`config.mk`:
```
export PLATFORM = sky130hd
export DESIGN_NAME = prbs_mr_gen
export DESIGN_NICKNAME = d
export VERILOG_FILES = /design/src/rtl/prbs_mr_pkg.sv /design/src/rtl/prbs_mr_ctrl.sv /design/src/rtl/prbs_mr_dp.sv /design/src/rtl/prbs_mr_gen.sv
export SDC_FILE = /design/constraint.sdc
export NUM_CORES = 1
export LEC_CHECK = 0
export ABC_AREA = 1
export BUFFER_PORTS_ARGS = -buffer_cell sky130_fd_sc_hd__clkbuf_2
export CAP_MARGIN = 20
export CORE_UTILIZATION = 45
export CTS_CLUSTER_DIAMETER = 120
export CTS_CLUSTER_SIZE = 10
export DETAILED_ROUTE_END_ITERATION = 6
export REMOVE_ABC_BUFFERS = 1
export SLEW_MARGIN = 20
export SYNTH_ARGS = -nofsm -noshare
export SYNTH_HDL_FRONTEND = slang
export SYNTH_SLANG_ARGS = --single-unit
```
`constraint.sdc`:
```
create_clock -name clk -period 4.6 [get_ports clk]
set_input_delay 0.23 -clock clk [delete_from_list [all_inputs] [get_ports clk]]
set_output_delay 0.23 -clock clk [all_outputs]
set_load 0.005 [all_outputs]
```
`src/rtl/prbs_mr_pkg.sv`:
```
`timescale 1ns/1ps
package prbs_mr_pkg;

  localparam int MaxOrder = 31;
  localparam int OrderW   = $clog2(MaxOrder + 1);
  localparam int PolySelW = 3;
  localparam int RatioW   = 3;

  typedef enum logic [RatioW-1:0] {
    RatioHalf       = 3'd0,
    RatioQuarter    = 3'd1,
    RatioEighth     = 3'd2,
    RatioThreeQuart = 3'd3,
    RatioSevenEight = 3'd4
  } ratio_e;

  typedef struct packed {
    logic load;
    logic step;
  } ctrl_t;

  typedef struct packed {
    logic [OrderW-1:0] order;
    logic [OrderW-1:0] tap;
  } poly_t;

  function automatic poly_t polyLookup(input logic [PolySelW-1:0] sel);
    poly_t p;
    case (sel)
      3'd1:    p = '{order: OrderW'(9),  tap: OrderW'(5)};
      3'd2:    p = '{order: OrderW'(11), tap: OrderW'(9)};
      3'd3:    p = '{order: OrderW'(15), tap: OrderW'(14)};
      3'd4:    p = '{order: OrderW'(20), tap: OrderW'(3)};
      3'd5:    p = '{order: OrderW'(23), tap: OrderW'(18)};
      3'd6:    p = '{order: OrderW'(31), tap: OrderW'(28)};
      default: p = '{order: OrderW'(7),  tap: OrderW'(6)};
    endcase
    return p;
  endfunction

endpackage

```
`src/rtl/prbs_mr_ctrl.sv`:
```
`timescale 1ns/1ps
module prbs_mr_ctrl
  import prbs_mr_pkg::*;
(
  input  logic                clk,
  input  logic                rstN,
  input  logic                enable,
  input  logic [PolySelW-1:0] polySel,
  output ctrl_t               ctrl,
  output logic [PolySelW-1:0] polyCur
);

  logic [PolySelW-1:0] polyQ;
  logic                loadReq;

  // Tracks the select every clock, also during reset, so that the
  // first cycle after reset never sees a spurious change.
  always_ff @(posedge clk) begin
    polyQ <= polySel;
  end

  assign loadReq = (polySel != polyQ);
  assign ctrl    = '{load: loadReq, step: rstN & enable & ~loadReq};
  assign polyCur = polyQ;

endmodule

```
`src/rtl/prbs_mr_dp.sv`:
```
`timescale 1ns/1ps
module prbs_mr_dp
  import prbs_mr_pkg::*;
(
  input  logic                clk,
  input  logic                rstN,
  input  ctrl_t               ctrl,
  input  logic [PolySelW-1:0] polyCur,
  input  logic [RatioW-1:0]   ratioSel,
  input  logic                shiftSel,
  output logic                dataOut,
  output logic                periodStart
);

  // state[k-1] is stage k
  logic [MaxOrder-1:0] state;
  logic [MaxOrder-1:0] orderMask;
  poly_t               cfg;
  logic [OrderW-1:0]   idxTop, idxTap, idxMid, idxLow, spacing;
  logic                feedback, atSeed;
  logic                tapHi, tapMid, tapLo, andTwo, andThree;

  assign cfg = polyLookup(polyCur);

  for (genvar g = 0; g < MaxOrder; g++) begin : gMask
    assign orderMask[g] = (OrderW'(g) < cfg.order);
  end

  assign spacing  = shiftSel ? OrderW'(3) : OrderW'(1);
  assign idxTop   = cfg.order - OrderW'(1);
  assign idxTap   = cfg.tap - OrderW'(1);
  assign idxMid   = idxTop - spacing;
  assign idxLow   = idxMid - spacing;
  assign feedback = state[idxTop] ^ state[idxTap];

  always_ff @(posedge clk or negedge rstN) begin
    if (!rstN) begin
      state <= '1;
    end else if (ctrl.load) begin
      state <= '1;
    end else if (ctrl.step) begin
      state <= {state[MaxOrder-2:0], feedback};
    end
  end

  assign atSeed   = &(state | ~orderMask);
  assign tapHi    = state[idxTop];
  assign tapMid   = state[idxMid];
  assign tapLo    = state[idxLow];
  assign andTwo   = tapHi & tapMid;
  assign andThree = andTwo & tapLo;

  always_comb begin
    case (ratio_e'(ratioSel))
      RatioQuarter:    dataOut = andTwo;
      RatioEighth:     dataOut = andThree;
      RatioThreeQuart: dataOut = ~andTwo;
      RatioSevenEight: dataOut = ~andThree;
      default:         dataOut = tapHi;
    endcase
  end

  assign periodStart = ctrl.step & atSeed;

endmodule

```
`src/rtl/prbs_mr_gen.sv`:
```
`timescale 1ns/1ps
module prbs_mr_gen
  import prbs_mr_pkg::*;
(
  input  logic                clk,
  input  logic                rstN,
  input  logic                enable,
  input  logic [PolySelW-1:0] polySel,
  input  logic [RatioW-1:0]   ratioSel,
  input  logic                shiftSel,
  output logic                dataOut,
  output logic                periodStart
);

  ctrl_t               ctrl;
  logic [PolySelW-1:0] polyCur;

  prbs_mr_ctrl i_ctrl (
    .clk     (clk),
    .rstN    (rstN),
    .enable  (enable),
    .polySel (polySel),
    .ctrl    (ctrl),
    .polyCur (polyCur)
  );

  prbs_mr_dp i_dp (
    .clk         (clk),
    .rstN        (rstN),
    .ctrl        (ctrl),
    .polyCur     (polyCur),
    .ratioSel    (ratioSel),
    .shiftSel    (shiftSel),
    .dataOut     (dataOut),
    .periodStart (periodStart)
  );

endmodule

```
==> impl_metrics.env, run 1 <==
export IMPL_status="completed"
export IMPL_worst_setup_path_end_kind="primary output"
export IMPL_grt_overflow_total=0
export IMPL_synthSimpleGateAreaFrac_pct=42.5
export IMPL_nFillCells=673
export IMPL_crit_chain="buf_4 -> nor2_4 -> nand2_4 -> nand2_1 -> ha_4 -> clkinvlp_4 -> ha_2 -> nand3_2 -> nand2_2 -> inv_1 -> ha_1 -> or2_1 -> nand2_2 -> inv_2 -> nand2_1 -> nand2_1 -> nand3_1 -> nand3_1 -> nand3_1 -> nand3_1 -> nand2_1 -> nand4_1 -> clkbuf_2"
export IMPL_fin_nets=491
export IMPL_setup_tns_final_ns=0
export IMPL_synth_top_family_by_area="simple AND/OR/NAND/NOR gates"
export IMPL_wl_um=9220
export IMPL_crit_family="simple AND/OR/NAND/NOR gates"
export IMPL_startpoint_type="flop"
export IMPL_grt_max_degree=43
export IMPL_grt_use_total_pct=27.4
export IMPL_syn_area_per_cell_sq_um=6.60
export IMPL_instances_no_fill=555
export IMPL_hold_viol=0
export IMPL_reg2regPathDepth=12
export IMPL_dp_hpwl_um=7200
export IMPL_synthTopCellsByCount="nand2_1, nand3_1, inv_1"
export IMPL_drive_gt1_share_pct=22.0
export IMPL_cp_depth=23
export IMPL_r2r_start="i_ctrl.polyCur[1]"
export IMPL_netlist_area_sq_um=3080
export IMPL_ant_nets=0
export IMPL_synth_area_mux_share_pct=0
export IMPL_synth_most_common_cell="nand2_1"
export IMPL_regToRegSetupSlack_ns=2.11
export IMPL_die_x_um=84.7
export IMPL_clk_pin_slew_ns=0.07
export IMPL_ir_worst_vdd_mv=0.120
export IMPL_max_freq_mhz=238
export IMPL_portBuffers=11
export IMPL_core_area_sq_um=6490
export IMPL_root_buffer="clkbuf_8"
export IMPL_holdWs_ns=0.0668
export IMPL_period_share_pct=91.5
export IMPL_cp_max_fo=10
export IMPL_setup_viol=0
export IMPL_maxSlewViolCount=0
export IMPL_slowest_stage="ha_2"
export IMPL_cts_buffers=5
export IMPL_cp_buffers_inverters=5
export IMPL_hold_path_class="in -> reg"
export IMPL_synthArstFlopShare_pct=91.2
export IMPL_postSynthRegisterBits=34
export IMPL_placedCellCount=545
export IMPL_critPathLaunch="i_ctrl.polyCur[1]"
export IMPL_clk_path_buf_depth=2
export IMPL_grt_pass1_vias=2952
export IMPL_rsz0062_at_grt="no"
export IMPL_wire_per_inst_um=16.6
export IMPL_finClkSkew_ns=0.00893
export IMPL_design_area_sq_um=3300
export IMPL_dpl_instance_area_sq_um=3180
export IMPL_ys_types=38
export IMPL_synthFlopType="dfstp_2"
export IMPL_slew_headroom_pct=48.2
export IMPL_initial_core_util_pct=47.4
export IMPL_drtIter0Drc=375
export IMPL_crit_type="reg -> out"
export IMPL_cts_hold_buf=0
export IMPL_clk_latency_ns=0.29
export IMPL_place_congestion=1.04
export IMPL_drv_cap=0
export IMPL_htreeDepth=2
export IMPL_ys_seq_area_share_pct=28.4
export IMPL_drc=0
export IMPL_syn_inst=467
export IMPL_drt_pass1_iter_count=7
export IMPL_cts_tree="built"
export IMPL_synth_top_area_cell="dfstp_2"
export IMPL_synth_xor_area_share_pct=0.853
export IMPL_insertedDiodeCount=0
export IMPL_critPathArrivalTime_ns=3.98
export IMPL_vias_per_cell=5.86
export IMPL_die_h_um=84.7
export IMPL_cellLeakagePower_uw=0.00176
export IMPL_power_density_nw_per_um2=232
export IMPL_area_growth_pct=7.27
export IMPL_antenna_found_initial=0
export IMPL_synth_area_top_cells="dfstp_2, nand2_1, nand3_1, a22oi_1, inv_1"
export IMPL_synth_edf_count=0
export IMPL_synthAdderAreaFrac_pct=1.22
export IMPL_vias=3253
export IMPL_max_stage_delay_ns=0.43
export IMPL_synth_top_area_share_pct=26.4
export IMPL_min_period_ns=4.21
export IMPL_io_pins=12
export IMPL_synth_compound_area_share_pct=16.6
export IMPL_grt_pass1_wl_um=15200
export IMPL_worst_slew_pin_slew_ns=0.777
export IMPL_rows=29
export IMPL_endpoint="dataOut"
export IMPL_cts_sinks=34
export IMPL_reg2reg_to="i_dp.state[0]"
export IMPL_cp_required_ns=4.37
export IMPL_synth_warning_count=0
export IMPL_dieArea_sq_um=7180
[worst reg2reg max path, stage by stage (launching register included)]
cell and delay (ns):
dfxtp_1 0.33, buf_4 0.20, nor2_4 0.09, nand2_4 0.06, buf_4 0.37, nand3_2 0.43
o211ai_1 0.36, nand3_1 0.11, nand3_1 0.09, nand3_1 0.10, nand3b_1 0.10, nand2_1 0.06
a21boi_1 0.11
[layout make-up]
type | count | area, sq um | share of cell area, %
Multi-Input combinational cell | 360 | 1910 | 57.9
Sequential cell | 34 | 876 | 26.5
Inverter | 57 | 218 | 6.59
Timing Repair Buffer | 20 | 123 | 3.71
Tap cell | 77 | 96.3 | 2.92
Clock buffer | 5 | 68.8 | 2.08
Clock inverter | 2 | 10.0 | 0.303
[flip-flops by register name (all words and copies together), names as in the netlist]
name / count
i_dp.state: 31
i_ctrl.polyCur: 3
[power breakdown]
| part | total [uW] | leakage, uW | switching, uW | internal, uW |
|---|---|---|---|---|
| clock network | 210 | 0.0000438 | 108 | 102 |
| registers | 306 | 0.000351 | 2.57 | 303 |
| logic | 251 | 0.00136 | 172 | 78.7 |
| total | 766 | 0.00176 | 283 | 483 |
[routing by layer]
metal / part of all wire, % / global-route usage (%) / wire [um]
met2: 45 / 40.7 / 4120
met5: 0 / 0 / 0
met4: 4.0 / 12.9 / 369
met1: 44 / 38.8 / 4020
met3: 7.8 / 4.52 / 715
[cells by family after synthesis]
group           Yosys count
simple gates            277
xor+xnor                  3
compound gates           77
fa+ha+maj                 3
buf+inv                  73
flops                    34
[repair_timing]
item / CTS / global route
setup endpoints to repair: 0 / 1
setup buffers: 0 / 3
resized for setup: 0 / 6
[cells in the final DEF (no fill, tap or decap), types with 2 or more instances in the layout]
master	count
nor4_1	2
o211ai_1	9
inv_2	5
o21ai_0	18
nand2_1	141
dfstp_2	31
a21oi_1	6
nand2_4	5
nand3_1	61
nand4_1	5
nand3_4	2
a22oi_1	30
buf_4	9
nor3_1	3
inv_1	51
o21ai_1	6
nand2_2	16
nor2_1	26
clkbuf_8	5
clkinv_2	2
xnor2_1	3
clkbuf_2	11
dfxtp_1	2
nand3_2	5
nor2_2	4
nand3b_1	2
nor2_4	3
[how the worst min path moves through the flow]
| stage | startpoint | to | slack (ns) | cells past startpoint |
|---|---|---|---|---|
| 2_1_floorplan | rstN | i_dp.state[0] | 0.08 | 0 |
| 3_3_place_gp | polySel[2] | i_ctrl.polyCur[2] | 0.36 | 1 |
| 3_5_place_dp | polySel[2] | i_ctrl.polyCur[2] | 0.36 | 1 |
| 4_1_cts | polySel[2] | i_ctrl.polyCur[2] | 0.06 | 1 |
| 5_1_grt | polySel[2] | i_ctrl.polyCur[2] | 0.05 | 1 |
| 6_report | polySel[2] | i_ctrl.polyCur[2] | 0.07 | 1 |
[metrics by stage]
stage / total power, uW / worst slack [ns] / util (%)
5_1_grt: 822 / 0.0206 / 50.9
4_1_cts: 767 / 0.0864 / 50.1
6_report: 766 / 0.392 / 50.9
3_5_place_dp: 552 / 0.406 / 48.9
3_3_place_gp: 551 / 0.574 / 48.9
2_1_floorplan: 484 / 0.588 / -
(Power assumes the default switching activity.)
==> inputs of run 2 (changes only) <==
RECOVER_POWER = 25   (was not set)
==> run 2 against run 1 <==
- the flow now finishes with violations (max-capacitance violations, max-slew violations)
- clock skew unchanged
- clock power about the same
- total power decreased by 0.10%
- final area decreased by 0.15%
- first-iteration DRC count decreased by 0.27%
- count of clock-buffer cells in the layout unchanged
- via count about the same
- register-to-register slack about the same
- cell count unchanged
- sequential power about the same
- critical path depth unchanged
==> impl_metrics.env, run 2 (synthesis results as in run 1) <==
export IMPL_die_x_um=84.7
export IMPL_cts_hold_buf=0
export IMPL_power_density_nw_per_um2=232
export IMPL_grt_max_degree=43
export IMPL_grt_use_total_pct=27.4
export IMPL_seq_area_sq_um=876
export IMPL_startpoint_type="flop"
export IMPL_hold_path_class="in -> reg"
export IMPL_fin_nets=491
export IMPL_period_share_pct=91.5
export IMPL_setup_viol=0
export IMPL_min_period_ns=4.21
export IMPL_area_growth_pct=7.11
export IMPL_wire_per_inst_um=16.6
export IMPL_place_congestion=1.04
export IMPL_dieArea_sq_um=7180
export IMPL_io_pins=12
export IMPL_rows=29
export IMPL_portBuffers=11
export IMPL_drc=0
export IMPL_initial_core_util_pct=47.4
export IMPL_worst_setup_path_end_kind="primary output"
export IMPL_status="finished, violations left"
export IMPL_final_common_cell="nand2_1"
export IMPL_drtIter0Drc=374
export IMPL_drt_pass1_iter_count=7
export IMPL_drv_cap=1
export IMPL_rsz0062_at_grt="no"
export IMPL_regMostFlops="i_dp.state"
export IMPL_violations="max-capacitance violations, max-slew violations"
export IMPL_grt_pass1_vias=2952
export IMPL_cts_sinks=34
export IMPL_die_h_um=84.7
export IMPL_slew_headroom_pct=-10.9
export IMPL_root_buffer="clkbuf_8"
export IMPL_post_place_ws_ns=0.406
export IMPL_drive_gt1_share_pct=21.1
export IMPL_htreeDepth=2
export IMPL_setup_ws_ns=0.393
export IMPL_vias_per_cell=5.87
export IMPL_cellLeakagePower_uw=0.00175
export IMPL_hold_viol=0
export IMPL_largest_register_ffs=31
export IMPL_insertedDiodeCount=0
export IMPL_critPathArrivalTime_ns=3.98
export IMPL_clk_path_buf_depth=2
export IMPL_antenna_found_initial=0
export IMPL_regToRegSetupSlack_ns=2.11
export IMPL_multi_input_area_sq_um=1910
export IMPL_grt_pass1_wl_um=15200
export IMPL_cts_buffers=5
export IMPL_nFillCells=677
export IMPL_finClkSkew_ns=0.00893
export IMPL_ant_nets=0
export IMPL_cp_max_fo=10
export IMPL_maxSlewViolCount=33
export IMPL_clk_latency_ns=0.29
export IMPL_crit_type="reg -> out"
export IMPL_dp_hpwl_um=7200
export IMPL_clk_pin_slew_ns=0.07
export IMPL_wl_um=9220
export IMPL_vias=3256
export IMPL_worst_slew_pin_slew_ns=1.66
export IMPL_design_area_sq_um=3300
export IMPL_cts_tree="built"
export IMPL_max_freq_mhz=238
export IMPL_core_area_sq_um=6490
export IMPL_cp_required_ns=4.37
export IMPL_grt_overflow_total=0
export IMPL_final_cell_mix="nand2_1, nand3_1, inv_1"
export IMPL_dpl_instance_area_sq_um=3180
export IMPL_ir_worst_vdd_mv=0.120
export IMPL_setup_tns_final_ns=0
-- run 2: cell counts in the layout (fill, tap and decap cells not counted) --
No cell type changed its count.
-- run 2: metal layers --
metal	up-vias	GRT usage [%]	wire length, um
li1	1576	-	-
met1	1492	38.8	4060
met2	153	40.7	4100
met3	35	4.52	682
met4	0	12.9	379
met5	-	0	0
-- run 2: timing repair --
action / in CTS / in global routing
gates resized for setup: 0 / 6
setup buffers: 0 / 3
setup endpoints to repair: 0 / 1
-- run 2: final timing paths --
check | from | end | cells past startpoint
setup / recovery | i_ctrl.polyCur[1] | dataOut | 23
hold / removal | polySel[2] | i_ctrl.polyCur[2] | 1
setup reg to reg | i_ctrl.polyCur[1] | i_dp.state[0] | 12
hold reg to reg | i_dp.state[7] | i_dp.state[8] | 2
max in group asynchronous | rstN | i_dp.state[10] | 1
min in group asynchronous | rstN | i_dp.state[18] | 1
-- run 2: per-stage QoR --
stage	total power [uW]	std cells	hold slack (ns)	util (%)
4_1_cts	767	552	0.0633	50.1
6_report	766	555	0.0883	50.8
3_3_place_gp	551	545	0.361	48.9
5_1_grt	822	555	0.0717	50.8
2_1_floorplan	484	451	0.0822	-
3_5_place_dp	552	545	0.363	48.9
-- run 2: area by class of cell --
cell class	count	area share, %
clock buffer	5	2.09
clock inverter	2	0.303
inverter	57	6.60
multi-input combinational	360	58.0
sequential	34	26.5
tap	77	2.92
timing repair buffer	20	3.56
-- run 2: worst max-delay path, stage by stage, from the launching register on --
cell	delay (ns)
dfxtp_1	0.33
buf_4	0.20
nor2_4	0.09
nand2_4	0.06
nand2_1	0.12
ha_4	0.36
clkinvlp_4	0.18
ha_2	0.43
nand3_2	0.17
nand2_2	0.19
inv_1	0.06
ha_1	0.28
or2_1	0.24
nand2_2	0.15
inv_2	0.10
nand2_1	0.07
nand2_1	0.06
nand3_1	0.08
nand3_1	0.08
nand3_1	0.11
nand3_1	0.09
nand2_1	0.06
nand4_1	0.07
clkbuf_2	0.12
-- run 2: where the power goes --
part | leakage [uW] | switching [uW] | internal, uW
registers | 0.000351 | 2.57 | 303
clock network | 0.0000438 | 108 | 102
logic | 0.00135 | 172 | 78.2
